**src/rtl/sdclk_pkg.sv**
```systemverilog
package sdclk_pkg;
  localparam int CTL_INT_EN  = 0;
  localparam int CTL_STABLE  = 1;
  localparam int CTL_CARD_EN = 2;
  localparam int DIV_W       = 10;

  // keep only the highest set bit
  function automatic logic [7:0] msb_only(input logic [7:0] v);
    logic [7:0] r;
    r = '0;
    for (int i = 0; i < 8; i++) begin
      if (v[i]) begin
        r = '0;
        r[i] = 1'b1;
      end
    end
    return r;
  endfunction
endpackage

```
**src/rtl/sdclk_ctrl_reg.sv**
```systemverilog
module sdclk_ctrl_reg
  import sdclk_pkg::*;
#(
  parameter bit NEW_ENC = 1'b1
) (
  input  logic             clk_i,
  input  logic             rst_ni,
  input  logic             wr_en_i,
  input  logic [15:0]      wr_data_i,
  output logic             int_en_o,
  output logic             card_en_o,
  output logic [DIV_W-1:0] div_o,
  output logic             restart_o
);
  logic [DIV_W-1:0] new_div;

  generate
    if (NEW_ENC) begin : g_wide
      assign new_div = {wr_data_i[7:6], wr_data_i[15:8]};
    end else begin : g_pow2
      assign new_div = {2'b00, msb_only(wr_data_i[15:8])};
    end
  endgenerate

  // settling restarts on disable, divider change or enable rise
  assign restart_o = wr_en_i &&
                     (!wr_data_i[CTL_INT_EN] || !int_en_o || (new_div != div_o));

  always_ff @(posedge clk_i or negedge rst_ni) begin
    if (!rst_ni) begin
      int_en_o  <= 1'b0;
      card_en_o <= 1'b0;
      div_o     <= '0;
    end else if (wr_en_i) begin
      int_en_o  <= wr_data_i[CTL_INT_EN];
      card_en_o <= wr_data_i[CTL_CARD_EN];
      div_o     <= new_div;
    end
  end
endmodule

```
**src/rtl/sdclk_settle.sv**
```systemverilog
module sdclk_settle #(
  parameter int SETTLE_CYCLES = 8
) (
  input  logic clk_i,
  input  logic rst_ni,
  input  logic restart_i,
  input  logic int_en_i,
  output logic stable_o
);
  localparam int CW = (SETTLE_CYCLES > 2) ? $clog2(SETTLE_CYCLES) : 1;
  localparam logic [CW-1:0] LAST = CW'(SETTLE_CYCLES - 1);

  logic [CW-1:0] cnt_q;

  always_ff @(posedge clk_i or negedge rst_ni) begin
    if (!rst_ni) begin
      cnt_q    <= '0;
      stable_o <= 1'b0;
    end else if (restart_i) begin
      cnt_q    <= '0;
      stable_o <= 1'b0;
    end else if (int_en_i && !stable_o) begin
      if (cnt_q == LAST) stable_o <= 1'b1;
      else               cnt_q    <= cnt_q + 1'b1;
    end
  end
endmodule

```
**src/rtl/sdclk_divider.sv**
```systemverilog
module sdclk_divider #(
  parameter int DIV_W = 10
) (
  input  logic             clk_i,
  input  logic             rst_ni,
  input  logic             run_i,
  input  logic [DIV_W-1:0] div_i,
  output logic             sd_clk_o
);
  logic [DIV_W-1:0] cnt_q;
  logic [DIV_W-1:0] last;
  logic             div_q;
  logic             gate_n;
  logic             byp_n;

  assign last = (div_i == '0) ? '0 : div_i - 1'b1;

  // a high phase always completes before the output parks low
  always_ff @(posedge clk_i or negedge rst_ni) begin
    if (!rst_ni) begin
      cnt_q <= '0;
      div_q <= 1'b0;
    end else if (!(run_i || div_q)) begin
      cnt_q <= '0;
    end else if (cnt_q >= last) begin
      cnt_q <= '0;
      div_q <= ~div_q;
    end else begin
      cnt_q <= cnt_q + 1'b1;
    end
  end

  // bypass gate changes only while the base clock is low
  always_ff @(negedge clk_i or negedge rst_ni) begin
    if (!rst_ni) begin
      gate_n <= 1'b0;
      byp_n  <= 1'b0;
    end else begin
      gate_n <= run_i;
      byp_n  <= (div_i == '0);
    end
  end

  assign sd_clk_o = byp_n ? (clk_i & gate_n) : div_q;
endmodule

```
**src/rtl/sdclk_gen.sv**
```systemverilog
module sdclk_gen
  import sdclk_pkg::*;
#(
  parameter bit       NEW_ENC       = 1'b1,
  parameter bit [7:0] BASE_MHZ      = 8'd50,
  parameter int       SETTLE_CYCLES = 8
) (
  input  logic        clk_i,
  input  logic        rst_ni,
  input  logic        wr_en_i,
  input  logic [15:0] wr_data_i,
  output logic [15:0] rd_data_o,
  output logic [15:0] caps_o,
  output logic        sd_clk_o
);
  logic             int_en, card_en, stable, restart;
  logic [DIV_W-1:0] div;

  sdclk_ctrl_reg #(.NEW_ENC(NEW_ENC)) u_reg (
    .clk_i, .rst_ni, .wr_en_i, .wr_data_i,
    .int_en_o(int_en), .card_en_o(card_en), .div_o(div), .restart_o(restart)
  );

  sdclk_settle #(.SETTLE_CYCLES(SETTLE_CYCLES)) u_settle (
    .clk_i, .rst_ni, .restart_i(restart), .int_en_i(int_en), .stable_o(stable)
  );

  sdclk_divider #(.DIV_W(DIV_W)) u_div (
    .clk_i, .rst_ni, .run_i(stable & card_en), .div_i(div), .sd_clk_o
  );

  assign rd_data_o = {div[7:0], div[9:8], 3'b000, card_en, stable, int_en};
  assign caps_o    = {BASE_MHZ, 8'h00};
endmodule

```
**config.mk**
```make
export PLATFORM = sky130hd
export DESIGN_NAME = sdclk_gen
export DESIGN_NICKNAME = d
export VERILOG_FILES = /design/src/rtl/sdclk_pkg.sv /design/src/rtl/sdclk_ctrl_reg.sv /design/src/rtl/sdclk_settle.sv /design/src/rtl/sdclk_divider.sv /design/src/rtl/sdclk_gen.sv
export SDC_FILE = /design/constraint.sdc
export NUM_CORES = 1
export LEC_CHECK = 0
export BUFFER_PORTS_ARGS = -buffer_cell sky130_fd_sc_hd__buf_2
export CORE_MARGIN = 3
export CORE_UTILIZATION = 48
export DETAILED_ROUTE_END_ITERATION = 12
export HOLD_SLACK_MARGIN = 0.12
export PLACE_DENSITY = 0.77
export REMOVE_ABC_BUFFERS = 1
export SYNTH_ARGS = -nofsm -noshare
export SYNTH_HDL_FRONTEND = slang
export SYNTH_HIERARCHICAL = 1
export SYNTH_SLANG_ARGS = --single-unit
```
**constraint.sdc**
```tcl
create_clock -name clk_i -period 2.67 [get_ports clk_i]
set_clock_uncertainty 0.1 [all_clocks]
set_input_delay 0.4005 -clock clk_i [delete_from_list [all_inputs] [get_ports clk_i]]
set_output_delay 0.4005 -clock clk_i [all_outputs]
set_load 0.01 [all_outputs]
```
; ---- After elaboration in Yosys (flattened, before gate mapping)
; Index checks and enable logic that the tools add are counted.
[totals]
output_inout_bits = 33
elab_cells = 43
ff_bits = 29
input_bits = 19
[op_classes]
n_bitwise = 3
reduce_logical = 14
n_lt_le_gt_ge = 1
n_mux = 10
n_eq_ne = 3
n_addsub = 3
[ops]
columns = operator, count
row1 = $mux 10, 3
row2 = $add 10x1->10 const B, 1
row3 = $ge 10x10->1, 1
row4 = $logic_not 10->1, 1
row5 = $ne 10x10->1, 1
row6 = $sub 10x1->10 const B, 1
row7 = $mux 3, 3
row8 = $reduce_and 2->1, 3
row9 = $mux 1, 4
row10 = $reduce_bool 2->1, 2
row11 = $add 3x1->3 const B, 1
row12 = $eq 3x3->1 const B, 1
row13 = $logic_not 1->1, 3
row14 = $logic_or 1x1->1, 3
row15 = $and 1x1->1, 2
row16 = $logic_and 1x1->1, 2
row17 = $ne 2x2->1 const B, 1
row18 = $not 1->1, 1

; ---- Longest topological paths before layout
; Gate-level depths: netlist of run 1.
[logic_depth]
word_depth = 6
depth_mapped = 13
mapped_depth_nobuf = 12

; ---- Cells and area by module
; Netlist of run 1, hierarchy kept.
[modules_own_cells]
columns = module, seq_area_each_um2, cells_each, area_per_inst_um2, instances
row1 = sdclk_divider, 325.3, 115, 980.9, 1
row2 = sdclk_ctrl_reg, 300.3, 41, 578.1, 1
row3 = sdclk_settle, 100.1, 18, 222.7, 1
row4 = sdclk_gen, 0.0, 25, 178.9, 1

==> results of run 1 <==
worst max-delay path, cell delays in order, from the launching register on:
cell	delay, ns
dfrtn_1	0.40
nand3_1	0.07
o21ai_1	0.07
buf_2	0.14
cells in the final DEF (no fill, tap or decap), types with 3 or more instances in the layout:
master / count
nand2b_1: 5
inv_2: 3
nor2_4: 9
nor4_2: 4
ha_4: 5
buf_2: 28
nand3_1: 6
conb_1: 19
mux2i_1: 3
nor2_1: 12
clkbuf_8: 9
inv_1: 7
mux2_2: 12
buf_4: 18
dfrtp_1: 27
nand2_1: 11
buf_6: 3
xnor2_1: 6
ha_1: 9
xor2_1: 18
layer usage:
metal | track usage | part of all wire
met5 | 0 | 0
met4 | 0.113 | 0.025
met3 | 0.0820 | 0.061
met2 | 0.316 | 0.51
met1 | 0.214 | 0.40
flip-flops by register name (all words and copies together) (netlist names):
register / flops
u_div/cnt_q: 10
u_div/byp_n: 1
u_reg/div_o: 10
u_div/gate_n: 1
u_reg/card_en_o: 1
u_reg/int_en_o: 1
u_settle/stable_o: 1
u_settle/cnt_q: 3
u_div/div_q: 1
cells in the mapped netlist:
cell type / count / area, um2
xor2_1: 18 / 158
nor3b_4: 1 / 18.8
a21o_1: 2 / 15.0
mux2_2: 12 / 135
nor4_1: 4 / 25.0
nand4_1: 2 / 12.5
nand3_1: 6 / 30.0
nand2_1: 15 / 56.3
buf_6: 2 / 22.5
nor2_1: 23 / 86.3
a41oi_1: 1 / 8.76
or4b_1: 1 / 10.0
nor3_1: 3 / 15.0
nor4_2: 2 / 25.0
dfrtp_1: 27 / 676
a211oi_1: 2 / 15.0
ha_1: 15 / 188
a21oi_1: 2 / 10.0
dfrtn_1: 2 / 50.1
inv_1: 10 / 37.5
buf_4: 22 / 165
and2_1: 1 / 6.26
conb_1: 2 / 7.51
o21ai_0: 3 / 15.0
nand4b_1: 1 / 8.76
nor2b_1: 1 / 6.26
nor3b_1: 1 / 7.51
nand2b_1: 5 / 31.3
xnor2_1: 7 / 61.3
a31oi_1: 1 / 6.26
mux2i_1: 3 / 30.0
and3_1: 1 / 6.26
mux2_4: 1 / 15.0
final timing paths:
kind | to | cells after the start
worst min-delay path | u_reg/card_en_o | 2
max in group asynchronous | u_div/byp_n | 2
worst max register to register | u_div/cnt_q[8] | 11
worst min register to register | u_div/cnt_q[0] | 1
min in group asynchronous | u_settle/stable_o | 2
worst max-delay path | sd_clk_o | 3
kinds of logic after synthesis:
logic type | count (synthesis)
AND/OR/NAND/NOR | 67
buffers and inverters | 34
flip-flops | 29
XOR/XNOR | 25
multiplexers | 16
adder cells (fa/ha/maj) | 15
AO/OA/AOI/OAI | 11
other | 2
through the flow:
step | cells | power (mW) | util
after floorplan | 192 | 0.624 | -
after global placement | 288 | 0.718 | 0.576
after detailed placement | 288 | 0.725 | 0.576
after CTS | 301 | 1.24 | 0.652
after global routing | 302 | 1.31 | 0.691
final | 302 | 1.24 | 0.691
layout make-up:
| type | instances | area [um2] |
|---|---|---|
| Clock buffer | 11 | 133 |
| Fill cell | 282 | 1170 |
| Inverter | 10 | 37.5 |
| Multi-Input combinational cell | 153 | 1330 |
| Sequential cell | 29 | 726 |
| Tap cell | 48 | 60.1 |
| Timing Repair Buffer | 51 | 344 |
where the power goes:
group	internal, mW	switching [mW]
logic	0.132	0.153
clock network	0.299	0.181
registers	0.463	0.0166
total	0.894	0.350
timing repair:
action                                 4_1_cts  5_1_grt
setup endpoints to repair                   16       16
resized for setup                           33       32
pin swaps                                   21        9
hold buffers                                 1        0
endpoints found under the hold margin       10        0
buffers inserted                             2        3
cloned                                       1        0
==> metrics.md, run 1 <==
| Metric | Value |
|---|---|
| Status | `complete, but fails checks` |
| Failing checks | `negative setup slack` |
| Critical Path Source Type | `flip-flop` |
| Die area | `0.00489 mm2` |
| Boundary Pins | `52` |
| FP Rows | `22` |
| CP arrival | `2.43 ns` |
| Largest net degree at the start of global routing | `18` |
| Required time worst endpoint | `2.17 ns` |
| Final HPWL DP | `2960 um` |
| Routability congestion estimate from global placement | `0.757` |
| Detailed Route WL | `4540 um` |
| Maxcap violations | `0` |
| I/O Buffers | `28` |
| Mapped Avg Cell Area | `9.85 um2` |
| Share of layout cells above drive strength 1 | `0.453` |
| Worst Hold Launch | `wr_data_i[2]` |
| Final slew viol count | `0` |
| Layout area overhead | `34.0%` |
| Slew HR | `0.657` |
| ANT nets after route | `0` |
| Crit-path max FO | `2` |
| # DRC | `0` |
| WL/cell | `15.0 um` |
| First-pass GRT wire length | `7160 um` |
| Worst min path class | `primary input to flip-flop` |
| Clk Latency, worst-skew pair | `0.39 ns` |
| Final Hold Viols | `0` |
| Synthesis Warnings | `6` |
| Largest family of logic cells by synthesized area | `simple AND/OR/NAND/NOR gates` |
| Compound-gate portion of the synthesized area | `0.0357` |
| Overflow after GRT | `0` |
| Max rail drop VDD | `0.338 mV` |
| Leak | `1.22 nW` |
| Drt first pass iters | `4` |
| Iter 0 DRT Violations | `41` |
| Cell count after synthesis | `199` |
| TritonCTS clock tree | `done` |
| Die Wd | `69.9 um` |
| Register area share after synthesis | `0.370` |
| Final WS setup | `-0.259 ns` |
| Antenna cells | `0` |
| Die Y | `69.9 um` |
| PwrDens | `474 mW/mm2` |
| Setup violations, final | `14` |
| Worst r2r src | `u_reg/div_o[2]` |
| Initial antenna violation count | `0` |
| Synth Area in Adders | `0.0957` |
| FF-to-FF setup slack | `-0.20 ns` |
| Nets | `288` |
| Post-Synth Simple-Gate Area | `0.176` |
| Critical path type | `flip-flop to output pin` |
| Via count of the routed design | `1551` |
| Yosys cell types | `33` |
| Seq cells post-synth | `29` |
| DR vias/cell | `5.14` |
| CP startpoint | `u_div/byp_n` |
| Initial Util | `0.516` |
| Clk slew on worst S/H paths | `0.06 ns` |
| RSZ-0062 raised after global routing | `true` |
| Synthesized area | `0.00196 mm2` |
| Post-synthesis xor/xnor area fraction | `0.112` |
| Post-synthesis mux area share | `0.0919` |
| Total track usage | `0.195` |
| Core area | `0.00380 mm2` |
| Worst-margin pin slew | `0.513 ns` |
| Placed Area | `0.00219 mm2` |
| Number of global-route vias before repair | `1557` |
| Crit. End Element | `output pin` |
| Setup TNS | `-2.14 ns` |
| Finished Cell Area | `0.00263 mm2` |
| Pre-CTS WS | `-0.183 ns` |
| Fin Hold WS | `0.148 ns` |
No activity file was read; power rests on OpenSTA's default activity.
==> run 2: changes to the inputs <==
- BUFFER_PORTS_ARGS: -buffer_cell sky130_fd_sc_hd__buf_2 -> -buffer_cell sky130_fd_sc_hd__clkbuf_2
==> run 2 against run 1 <==
The flow still finishes with violations (negative setup slack). Combinational power is 2% lower. First-iteration DRC count is 61% higher. Non-clock buffer count is 3 higher. Sequential power hardly changed. Routed wire length is 0.99% lower. Clock power is 6.3% lower. Worst setup slack better by 0.0071 ns. Total power is 2.7% lower. Critical path type unchanged.
==> metrics.md, run 2 (synthesis results as in run 1) <==
| Metric | Value |
|---|---|
| Initial antenna violation count | `0 (unchanged)` |
| Routability congestion estimate from global placement | `0.770 (+1.6%)` |
| First-pass GRT wire length | `7150 um (about the same)` |
| Number of global-route vias before repair | `1523 (-2.2%)` |
| Nets | `291 (+1.0%)` |
| Max rail drop VDD | `0.351 mV (+3.7%)` |
| FP Rows | `22 (unchanged)` |
| ANT nets after route | `0 (unchanged)` |
| Worst-margin pin slew | `0.564 ns (+0.0514 ns)` |
| Final Hold Viols | `0 (unchanged)` |
| RSZ-0062 raised after global routing | `true` |
| Boundary Pins | `52 (unchanged)` |
| Antenna cells | `0 (unchanged)` |
| Final WS setup | `-0.252 ns (+0.00706 ns)` |
| Commonest non-fill, non-tap cells in the layout | `clkbuf_2 (27), dfrtp_1 (27), buf_4 (22)` |
| Core area | `0.00380 mm2 (unchanged)` |
| Iter 0 DRT Violations | `66 (+61%)` |
| TritonCTS clock tree | `done` |
| Detailed Route WL | `4500 um (-0.99%)` |
| DR vias/cell | `5.00 (-2.6%)` |
| Die Y | `69.9 um (unchanged)` |
| Via count of the routed design | `1530 (-1.4%)` |
| Required time worst endpoint | `2.17 ns (about the same)` |
| Int Power | `875 uW (-2.1%)` |
| Worst r2r src | `u_reg/div_o[7]` |
| PwrDens | `468 mW/mm2 (-1.2%)` |
| Clk slew on worst S/H paths | `0.06 ns (about the same)` |
| Critical Path Source Type | `flip-flop` |
| CP startpoint | `u_div/byp_n` |
| I/O Buffers | `28 (unchanged)` |
| Die area | `0.00489 mm2 (unchanged)` |
| Final HPWL DP | `3010 um (+1.7%)` |
| Slew HR | `0.622 (-0.0344)` |
| Initial Util | `0.516 (unchanged)` |
| Critical path type | `flip-flop to output pin` |
| Largest net degree at the start of global routing | `18 (unchanged)` |
| Largest regs | `u_div/cnt_q (10), u_reg/div_o (10), u_settle/cnt_q (3)` |
| CP arrival | `2.42 ns (about the same)` |
| Overflow after GRT | `0 (unchanged)` |
| Setup violations, final | `15 (+1)` |
| Setup TNS | `-1.99 ns (+0.156 ns)` |
| Crit-path max FO | `2 (unchanged)` |
| Placed Area | `0.00218 mm2 (-0.34%)` |
| Drt first pass iters | `4 (unchanged)` |
| Finished Cell Area | `0.00259 mm2 (-1.5%)` |
| Status | `complete, but fails checks` |
| Combinational Power Share | `0.231 (+0.002)` |
| Failing checks | `negative setup slack` |
| Sw power | `336 uW (-4.1%)` |
| Sequential power share | `0.397 (+0.012)` |
| WL/cell | `14.7 um (-2.3%)` |
| Share of layout cells above drive strength 1 | `0.422 (-0.0303)` |
| Die Wd | `69.9 um (unchanged)` |
| Non-filler cells, final | `306 (+1.3%)` |
| Final core occ | `0.681 (-0.0102)` |
| Clock power share | `0.372 (-0.013)` |
| Sw Share | `0.278 (-0.00414)` |
| Maxcap violations | `0 (unchanged)` |
| Fin Hold WS | `0.157 ns (+0.00990 ns)` |
| Worst Hold Launch | `wr_data_i[2]` |
| Clk Latency, worst-skew pair | `0.38 ns (about the same)` |
| Layout area overhead | `32.0%` |
| Cells after DPL | `287 (-0.35%)` |
| Final slew viol count | `0 (unchanged)` |
| Total track usage | `0.193 (-0.00230)` |
| Crit. End Element | `output pin` |
| Leak | `1.23 nW (+1.0%)` |
| # DRC | `0 (unchanged)` |
| Worst min path class | `primary input to flip-flop` |
-- run 2: final timing paths --
check	endpoint	slack [ns]	depth (start not counted)
setup reg to reg	u_div/cnt_q[3]	-0.17	12
hold / removal	u_reg/card_en_o	0.16	2
setup / recovery	sd_clk_o	-0.25	3
hold reg to reg	u_div/cnt_q[0]	0.45	1
max in group asynchronous	u_div/byp_n	0.62	2
min in group asynchronous	u_settle/cnt_q[2]	0.36	2
-- run 2: layout make-up --
cell class,instances,area (um2)
clock buffers,12,126
fillers,290,1210
inverters,10,40.0
multi-input cells,153,1270
flip-flops and latches,29,726
well taps,48,60.1
repair buffers,54,363
-- run 2: stage by stage --
stage | setup slack, ns | power (mW)
after detailed placement | -0.185 | 0.726
after global placement | -0.107 | 0.719
after floorplan | -0.126 | 0.624
final | -0.252 | 1.21
after global routing | -0.338 | 1.29
after CTS | -0.266 | 1.20
-- run 2: repair_timing --
action / 4_1_cts / 5_1_grt
cloned: 1 / 0
hold buffers: 1 / 0
endpoints found under the setup margin: 16 / 16
hold endpoints to repair: 10 / 0
pin swaps: 19 / 14
setup buffers: 4 / 3
resized for setup: 24 / 28
-- run 2: layer usage --
metal,part of all wire,global-route usage,vias to the layer above
met4,0.027,0.0957,0
met1,0.43,0.227,725
li1,-,-,744
met2,0.49,0.310,50
met3,0.054,0.0705,11
met5,0,0,-
-- run 2: worst max-delay path, stage by stage (launching register included) --
cell     delay (ns)
dfrtn_1        0.40
nand3_1        0.07
o21ai_1        0.07
buf_2          0.14
-- run 2: power groups by stage --
stage / Combinational, mW / Sequential (mW) / Clock [mW]
final: 0.280 / 0.481 / 0.450
after global routing: 0.308 / 0.483 / 0.494
after CTS: 0.261 / 0.480 / 0.464
after detailed placement: 0.240 / 0.486 / 0.000269
after global placement: 0.234 / 0.484 / 0.000269
after floorplan: 0.117 / 0.507 / 0.000216
==> run 3: changes to the inputs <==
- PLACE_DENSITY: 0.77 -> 0.83
==> run 3 against run 2 <==
Cell area rose by 1.2%. Core utilization rose by 0.79 points. Largest cell class unchanged. Clock power rose by 4%. Via count rose by 8.0%. First-iteration DRC count rose by 36%. Global-route usage rose by 0.94 points. Register-to-register slack got worse by 0.14 ns. Sequential power barely moved. The run still ends with negative setup slack left.
==> metrics.md, run 3 (synthesis results as in run 1) <==
| Metric | Value |
|---|---|
| Status | `complete, but fails checks` |
| Failing checks | `negative setup slack` |
| Routability congestion estimate from global placement | `0.801 (+4.1%)` |
| Crit. End Element | `flip-flop` |
| Clk Latency, worst-skew pair | `0.39 ns (about the same)` |
| Antenna cells | `0 (unchanged)` |
| Iter 0 DRT Violations | `90 (+36%)` |
| RSZ-0062 raised after global routing | `true` |
| I/O Buffers | `28 (unchanged)` |
| Final WS setup | `-0.310 ns (-0.0585 ns)` |
| Number of global-route vias before repair | `1637 (+7.5%)` |
| Fmax | `336 MHz` |
| Cells after DPL | `288 (+0.35%)` |
| Nets | `292 (+0.34%)` |
| Clk slew on worst S/H paths | `0.06 ns (about the same)` |
| Crit-path max FO | `5 (+3)` |
| Worst min path class | `primary input to flip-flop` |
| FF-to-FF setup slack | `-0.31 ns (-0.14 ns)` |
| Share of layout cells above drive strength 1 | `0.463 (+0.0408)` |
| Pre-CTS WS | `-0.195 ns (-0.0106 ns)` |
| First-pass GRT wire length | `7480 um (+4.6%)` |
| Max rail drop VDD | `0.313 mV (-11%)` |
| # DRC | `0 (unchanged)` |
| Critical path type | `flip-flop to flip-flop` |
| Initial antenna violation count | `0 (unchanged)` |
| Setup TNS | `-3.44 ns (-1.45 ns)` |
| Commonest non-fill, non-tap cells in the layout | `clkbuf_2 (27), dfrtp_1 (27), buf_4 (22)` |
| Required time worst endpoint | `2.90 ns (+0.73 ns)` |
| Core area | `0.00380 mm2 (unchanged)` |
| Gr busiest metal | `met2` |
| Die Y | `69.9 um (unchanged)` |
| Critical Path Source Type | `flip-flop` |
| TritonCTS clock tree | `done` |
| Fin crit share | `1.12` |
| Setup violations, final | `16 (+1)` |
| Met2 GRT Util | `0.319 (+0.00944)` |
| Worst-margin pin slew | `0.574 ns (+0.00977 ns)` |
| WL/cell | `17.3 um (+18%)` |
| Final core occ | `0.689 (+0.00791)` |
| FP Rows | `22 (unchanged)` |
| Boundary Pins | `52 (unchanged)` |
| Layout area overhead | `33.5%` |
| Final Hold Viols | `0 (unchanged)` |
| Non-filler cells, final | `307 (+0.33%)` |
| Initial Util | `0.516 (unchanged)` |
| Largest net degree at the start of global routing | `19 (+1)` |
| Die Wd | `69.9 um (unchanged)` |
| CP arrival | `3.21 ns (+0.79 ns)` |
| Tot Pwr | `1.26 mW (+3.7%)` |
| Overflow after GRT | `0 (unchanged)` |
| Die area | `0.00489 mm2 (unchanged)` |
| Drt first pass iters | `7 (+3)` |
| Largest regs | `u_div/cnt_q (10), u_reg/div_o (10), u_settle/cnt_q (3)` |
| Via count of the routed design | `1653 (+8.0%)` |
| PwrDens | `480 mW/mm2 (+2.5%)` |
| Detailed Route WL | `5320 um (+18%)` |
| Slew HR | `0.616 (-0.00655)` |
| Final slew viol count | `0 (unchanged)` |
| Leak | `1.23 nW (about the same)` |
| Fillers | `265 (-8.6%)` |
| ANT nets after route | `0 (unchanged)` |
| GRT met3 Usage | `0.0777 (+0.00719)` |
| DR vias/cell | `5.38 (+7.7%)` |
| Total track usage | `0.203 (+0.00937)` |
| Final HPWL DP | `2970 um (-1.4%)` |
| Met1 usage | `0.224 (-0.00364)` |
| Crit path time final | `2.98 ns` |
| Maxcap violations | `0 (unchanged)` |
==> run 3: cell types whose count changed in the layout (fill, tap and decap cells not counted), moves of 2 or more <==
cell,before,now
nand2_1,13,9
clkinv_2,0,2
ha_1,11,8
clkbuf_1,3,1
nor2_2,3,7
nor2_4,7,3
nand2_2,1,5
ha_4,4,6
buf_6,2,4
==> run 3: timing repair <==
| action | CTS | global route |
|---|---|---|
| hold endpoints to repair | 9 | 0 |
| pin swaps | 22 | 14 |
| cloned | 1 | 0 |
| endpoints found under the setup margin | 15 | 16 |
| buffers inserted | 3 | 3 |
| resized for setup | 32 | 25 |
| hold buffers | 1 | 0 |
==> run 3: critical path: stages (launching register included) <==
cell	delay [ns]
dfrtp_1	0.39
nor3_2	0.29
and3_4	0.27
buf_4	0.11
nand2_1	0.08
xnor2_1	0.26
nand2_2	0.12
ha_4	0.25
nand4_1	0.15
nor3b_2	0.10
or4b_4	0.56
buf_8	0.17
nor2_2	0.08
==> run 3: path summary, 6_finish.rpt <==
kind,from,cells after the start,endpoint
min reg2reg,u_div/cnt_q[0],1,u_div/cnt_q[0]
max reg2reg,u_reg/div_o[3],12,u_div/cnt_q[5]
max,u_reg/div_o[3],12,u_div/cnt_q[5]
min,wr_data_i[2],2,u_reg/card_en_o
min in group asynchronous,rst_ni,2,u_settle/cnt_q[2]
max in group asynchronous,rst_ni,2,u_div/byp_n
==> run 3: final cells by class <==
cell class,instances,area [um2],area share
Clock buffer,10,119,0.0454
Clock inverter,2,10.0,0.00382
Inverter,10,42.5,0.0163
Multi-Input combinational cell,153,1290,0.493
Sequential cell,29,726,0.277
Tap cell,48,60.1,0.0229
Timing Repair Buffer,55,370,0.141
==> run 3: per-stage QoR <==
stage / area [um2] / hold slack (ns)
2_1_floorplan: 1840 / 0.00491
3_3_place_gp: 2190 / 0.216
3_5_place_dp: 2190 / 0.222
4_1_cts: 2490 / 0.140
5_1_grt: 2620 / 0.143
6_report: 2620 / 0.141
==> run 3: routing by layer <==
metal,part of all wire,routed length (um),vias up
met1,0.37,1980,799
met2,0.52,2750,80
met4,0.044,233,0
met3,0.067,354,26
li1,-,-,748
met5,0,0,-
==> run 3: report_power, final <==
group | switching (mW) | total (mW) | internal [mW] | leakage, nW
Combinational | 0.168 | 0.307 | 0.139 | 0.779
Sequential | 0.0194 | 0.482 | 0.463 | 0.376
Clock | 0.191 | 0.467 | 0.275 | 0.0751
